[config.mk]
export PLATFORM = sky130hd
export DESIGN_NAME = lc_length_timer
export DESIGN_NICKNAME = d
export VERILOG_FILES = /design/src/rtl/lc_pkg.sv /design/src/rtl/lc_write_decode.sv /design/src/rtl/lc_counter.sv /design/src/rtl/lc_length_timer.sv
export SDC_FILE = /design/constraint.sdc
export NUM_CORES = 1
export LEC_CHECK = 0
export BUFFER_PORTS_ARGS = -buffer_cell sky130_fd_sc_hd__buf_2
export CORE_MARGIN = 2
export CORE_UTILIZATION = 54
export DETAILED_ROUTE_END_ITERATION = 16
export PLACE_DENSITY = 0.8
export SYNTH_ARGS = -nofsm -noshare
export SYNTH_HDL_FRONTEND = slang
export SYNTH_SLANG_ARGS = --single-unit
[constraint.sdc]
create_clock -name clk -period 3 [get_ports clk]
set_clock_uncertainty 0.1 [all_clocks]
set_input_delay 0.3 -clock clk [delete_from_list [all_inputs] [get_ports clk]]
set_output_delay 0.3 -clock clk [all_outputs]
set_load 0.01 [all_outputs]
[src/rtl/lc_pkg.sv]
package lc_pkg;

    typedef enum logic [1:0] {
        LC_FROZEN = 2'd0,
        LC_HOLD   = 2'd1,
        LC_RUN    = 2'd2
    } lc_state_e;

    localparam int CTRL_TRIG_BIT = 7;
    localparam int CTRL_EN_BIT   = 6;

    typedef struct packed {
        logic wr;        // control write that takes effect this cycle
        logic trig;      // trigger requested
        logic en_new;    // length-enable value written
        logic extra;     // off-to-on enable edge in the first half
        logic post_clk;  // reload is followed by one more decrement
    } lc_wr_evt_t;

endpackage

[src/rtl/lc_write_decode.sv]
module lc_write_decode
    import lc_pkg::*;
(
    input  logic       ctrl_wr,
    input  logic [7:0] ctrl_data,
    input  logic       len_wr,
    input  logic       en_q,
    input  logic       first_half,
    output lc_wr_evt_t evt
);

    always_comb begin
        evt.wr       = ctrl_wr & ~len_wr;
        evt.trig     = evt.wr & ctrl_data[CTRL_TRIG_BIT];
        evt.en_new   = ctrl_data[CTRL_EN_BIT];
        evt.extra    = evt.wr & ~en_q & evt.en_new & first_half;
        evt.post_clk = evt.trig & evt.en_new & first_half;
    end

endmodule

[src/rtl/lc_counter.sv]
module lc_counter
    import lc_pkg::*;
#(
    parameter int MAX   = 64,
    parameter int LEN_W = $clog2(MAX),
    parameter int CNT_W = $clog2(MAX + 1)
) (
    input  logic             clk,
    input  logic             rst_n,
    input  logic             len_wr,
    input  logic [LEN_W-1:0] len_data,
    input  lc_wr_evt_t       evt,
    input  logic             step_ok,
    output logic [CNT_W-1:0] cnt_q,
    output logic             zero_hit
);

    localparam logic [CNT_W-1:0] MAX_C = CNT_W'(MAX);
    localparam logic [CNT_W-1:0] ONE_C = CNT_W'(1);

    logic [CNT_W-1:0] cnt_d;
    logic [CNT_W-1:0] mid;

    always_comb begin
        cnt_d    = cnt_q;
        mid      = cnt_q;
        zero_hit = 1'b0;
        if (len_wr) begin
            cnt_d = MAX_C - CNT_W'(len_data);
        end else if (evt.wr) begin
            if (evt.extra && cnt_q != '0) begin
                mid      = cnt_q - ONE_C;
                zero_hit = (mid == '0);
            end
            if (evt.trig && mid == '0) begin
                mid = evt.post_clk ? (MAX_C - ONE_C) : MAX_C;
            end
            cnt_d = mid;
        end else if (step_ok && cnt_q != '0) begin
            cnt_d    = cnt_q - ONE_C;
            zero_hit = (cnt_d == '0);
        end
    end

    always_ff @(posedge clk or negedge rst_n) begin
        if (!rst_n) cnt_q <= '0;
        else        cnt_q <= cnt_d;
    end

endmodule

[src/rtl/lc_length_timer.sv]
module lc_length_timer
    import lc_pkg::*;
#(
    parameter int MAX   = 64,
    parameter int LEN_W = $clog2(MAX),
    parameter int CNT_W = $clog2(MAX + 1)
) (
    input  logic             clk,
    input  logic             rst_n,
    input  logic             len_wr,
    input  logic [LEN_W-1:0] len_data,
    input  logic             ctrl_wr,
    input  logic [7:0]       ctrl_data,
    input  logic             step,
    input  logic             first_half,
    input  logic             dac_en,
    output logic [CNT_W-1:0] length_left,
    output logic             chan_on
);

    lc_state_e  st_q, st_d;
    lc_wr_evt_t evt;
    logic       en_q;
    logic       zero_hit;
    logic       step_ok;
    logic       at_one;

    lc_write_decode u_dec (
        .ctrl_wr    (ctrl_wr),
        .ctrl_data  (ctrl_data),
        .len_wr     (len_wr),
        .en_q       (en_q),
        .first_half (first_half),
        .evt        (evt)
    );

    assign step_ok = step & ~ctrl_wr & ~len_wr & (st_q == LC_RUN);
    assign at_one  = (length_left == CNT_W'(1));

    lc_counter #(.MAX(MAX), .LEN_W(LEN_W), .CNT_W(CNT_W)) u_cnt (
        .clk      (clk),
        .rst_n    (rst_n),
        .len_wr   (len_wr),
        .len_data (len_data),
        .evt      (evt),
        .step_ok  (step_ok),
        .cnt_q    (length_left),
        .zero_hit (zero_hit)
    );

    // next-state logic
    always_comb begin
        st_d = st_q;
        if (len_wr) begin
            st_d = en_q ? LC_RUN : LC_HOLD;                          // load
        end else if (evt.wr) begin
            unique case (st_q)
                LC_FROZEN: if (evt.trig) st_d = evt.en_new ? LC_RUN : LC_HOLD; // reload
                LC_HOLD: begin
                    if (evt.extra && at_one) st_d = evt.trig ? LC_RUN : LC_FROZEN; // reclock / expire
                    else                     st_d = evt.en_new ? LC_RUN : LC_HOLD;  // arm
                end
                LC_RUN:    st_d = evt.en_new ? LC_RUN : LC_HOLD;    // disarm
                default:   st_d = LC_FROZEN;
            endcase
        end else if (step_ok && at_one) begin
            st_d = LC_FROZEN;                                        // expire
        end
    end

    // state register
    always_ff @(posedge clk or negedge rst_n) begin
        if (!rst_n) st_q <= LC_FROZEN;
        else        st_q <= st_d;
    end

    // outputs
    always_ff @(posedge clk or negedge rst_n) begin
        if (!rst_n) begin
            en_q    <= 1'b0;
            chan_on <= 1'b0;
        end else begin
            if (evt.wr) en_q <= evt.en_new;
            if (evt.trig && dac_en) chan_on <= 1'b1;
            else if (zero_hit)      chan_on <= 1'b0;
        end
    end

endmodule

==> results.toml <==
[floorplan]
die_area_mm2 = 0.00273
floorplan.initialDensity_pct = 56.8
die_width_um = 52.2
core.rowCount = 17
fp.dieH_um = 52.2
core_region_area_mm2 = 0.00221
top_level_ports = 29

[routing]
wirelength_um = 3450
detail-route-antenna-nets = 0
route.detailed.wl_per_inst_um = 17.0
detailedRoute.firstPassIterationCount = 4
number_of_vias_in_the_routed_layout = 1292
avgViaCountPerCell = 6.36
remaining_drc_errors = 0
drt_iter0_markers = 67

[power_and_ir_drop]
leakagePower_nw = 0.616
power_density_mw_per_mm2 = 509
peakVddDrop_mv = 0.313
post_layout_total_power_uw = 719

[global_route]
groute.usage.overall_pct = 28.4
grt_first_pass_wirelength_um = 5750
grt_antenna_before_repair = 0
global_route.overflow_total = 0
grt_max_degree = 15
grt_pass1_vias = 1220

[sta]
timing.max_slew.rel_slack_pct = 66.3
maxClockFrequency_ghz = 0.391
period_minus_slack_ns = 2.55
finalSetupTns_ns = 0
final_number_of_max_transition_violations = 0
rsz_0062_raised_after_global_routing = "false"
slew_worst_pin_ns = 0.503
number_of_setup_violations_in_the_final_report = 0
period_utilization_post_route_pct = 85.2
final.hold.worst_slack_ns = 0.189
final-hold-violation-count = 0

[yosys]
number_of_nets_in_the_synthesized_netlist = 178
yosysWarnings = 0
syn_avg_cell_area_um2 = 8.21
postSynth.asyncResetShare_pct = 100
combined_area_of_all_synthesized_cells_mm2 = 0.00126
synth-main-ff-cell = "dfrtp_1"
syn-instance-count = 153
synth-edff-count = 0
synth_seq_cells = 11
seq_area_frac_synth_pct = 21.9
synth.lib_cells_used.distinct = 50

[cts]
numClockSinks = 11
clk_latency_ns = 0.29
cts_tree = "built"
numCtsBuffers = 3
path_clk_slew_ns = 0.09
clock_h_tree_levels = 1
cts-root-to-sink-buffers = 2
postCtsSetupBuffers = 0
clk_root_buffer_cell = "clkbuf_4"

[final_layout]
flip_flop_and_latch_area_um2 = 275
fill_cell_instance_count_of_the_final_layout = 207
antenna_cells_inserted = 0
drive_above_1_share_pct = 24.6
multi_input_area_um2 = 903
layout.cell_area.non_filler_mm2 = 0.00141
flow.area_growth_from_synthesis_pct = 12.4
num-nets-final = 201

[run_status]
result_of_the_run = "finished, final reports clean"

[critical_path]
critical_path_required_ns = 3.10
path_class = "register to register"
cp-start-kind = "register"
cp_max_fo = 7
arrival_ns = 2.66
timing.critical_path.to_type = "register"

[placed_design]
hpwlAfterDp_um = 2580
io_buffer_count = 22
gpl.final_weighted_congestion = 0.918
dpl_cell_area_mm2 = 0.00138

[worst_hold_path]
hold_path.class = "primary input to register"

[run]
max_cap_violations = 0
[layout by cell type, fill, tap and decap left out, types with 2 or more instances in the layout]
cell / synthesis / layout
xnor2_1: 5 / 5
nor3b_1: 5 / 5
nor4_4: 2 / 2
o22ai_1: 5 / 5
clkbuf_4: 0 / 3
a21oi_1: 12 / 12
inv_1: 8 / 8
buf_2: 2 / 22
nor2_1: 13 / 13
xor2_1: 5 / 5
nand2_1: 15 / 15
nand4_1: 2 / 2
a31oi_1: 3 / 3
o21ai_0: 8 / 8
a2bb2oi_1: 2 / 2
dfrtp_1: 11 / 11
nand3_1: 3 / 3
mux2i_1: 2 / 2
buf_4: 2 / 3
and3_1: 2 / 2
nor2b_1: 2 / 2
nor3_1: 10 / 10
ha_1: 4 / 4
[critical path, cell delays in order, from the launching register on]
cell and delay (ns):
dfrtp_1 0.50, or4_4 0.62, nor4_2 0.27, mux2i_1 0.42, nor3b_1 0.24, a31oi_1 0.12, a311oi_2 0.19
[where the power goes]
part | leakage (nW) | switching (mW) | internal [mW]
Clock | 0.0150 | 0.0625 | 0.0516
Sequential | 0.135 | 0.0513 | 0.174
Combinational | 0.467 | 0.220 | 0.160
Total | 0.616 | 0.333 | 0.386
[sequential cells by signal, indices dropped and copies added (netlist names)]
| name | cells |
|---|---|
| st_q | 2 |
| en_q | 1 |
| u_cnt.cnt_q | 7 |
| chan_on | 1 |
[path summary, 6_finish.rpt]
kind / slack [ns] / endpoint / cells past startpoint / from
setup / recovery: 0.45 / u_cnt.cnt_q[2] / 6 / u_cnt.cnt_q[2]
hold / removal: 0.19 / chan_on / 2 / dac_en
setup reg to reg: 0.45 / u_cnt.cnt_q[2] / 6 / u_cnt.cnt_q[2]
hold reg to reg: 0.42 / chan_on / 1 / chan_on
max in group asynchronous: 2.25 / en_q / 2 / rst_n
min in group asynchronous: 0.31 / st_q[1] / 2 / rst_n
[layout make-up]
cell class	instances	share of cell area [%]
sequential	11	19.5
clock buffer	4	1.86
multi-input combinational	126	64.0
timing repair buffer	26	10.1
tap	28	2.48
inverter	8	2.13
[logic make-up after synthesis]
| logic type | after synthesis | synth area share, % |
|---|---|---|
| XOR/XNOR | 10 | 6.97 |
| AO/OA/AOI/OAI | 46 | 28.1 |
| buffers and inverters | 16 | 6.17 |
| adder cells (fa/ha/maj) | 4 | 3.98 |
| multiplexers | 2 | 1.59 |
| flip-flops | 11 | 21.9 |
| AND/OR/NAND/NOR | 64 | 31.3 |
[metal layers]
metal  track usage, %  part of all wire (%)  up-vias
met2             48.3                    47       89
li1                 -                     -      615
met3             3.43                   8.7       10
met1             37.9                    43      578
met5                0                     0        -
met4             7.69                   1.7        0
[cell usage after synthesis (2+ instances only)]
| library cell | instances | area, µm² |
|---|---|---|
| nor3b_1 | 5 | 37.5 |
| nand2_1 | 15 | 56.3 |
| inv_1 | 8 | 30.0 |
| nor2_1 | 13 | 48.8 |
| buf_2 | 2 | 10.0 |
| nand3_1 | 3 | 15.0 |
| nor3_1 | 10 | 50.1 |
| o21ai_0 | 8 | 40.0 |
| and3_1 | 2 | 12.5 |
| a31oi_1 | 3 | 18.8 |
| a2bb2oi_1 | 2 | 17.5 |
| nor2b_1 | 2 | 12.5 |
| dfrtp_1 | 11 | 275 |
| o22ai_1 | 5 | 31.3 |
| nor4_4 | 2 | 42.5 |
| ha_1 | 4 | 50.1 |
| buf_4 | 2 | 15.0 |
| xor2_1 | 5 | 43.8 |
| a21oi_1 | 12 | 60.1 |
| mux2i_1 | 2 | 20.0 |
| clkbuf_1 | 3 | 11.3 |
| nand4_1 | 2 | 12.5 |
| xnor2_1 | 5 | 43.8 |
[stage by stage]
step                      setup slack [ns]  instances  util, %
final                                0.445        203     63.9
after global routing                 0.240        203     63.9
after CTS                            0.440        203     63.9
after detailed placement             0.435        198     62.2
after global placement               0.491        198     62.2
after floorplan                      0.579        153        -
[timing repair]
action,4_1_cts,5_1_grt
gates resized for setup,0,0
endpoints found under the setup margin,0,0
endpoints found under the hold margin,11,0
hold buffers,1,0
Power figures use the tool's default switching activity.
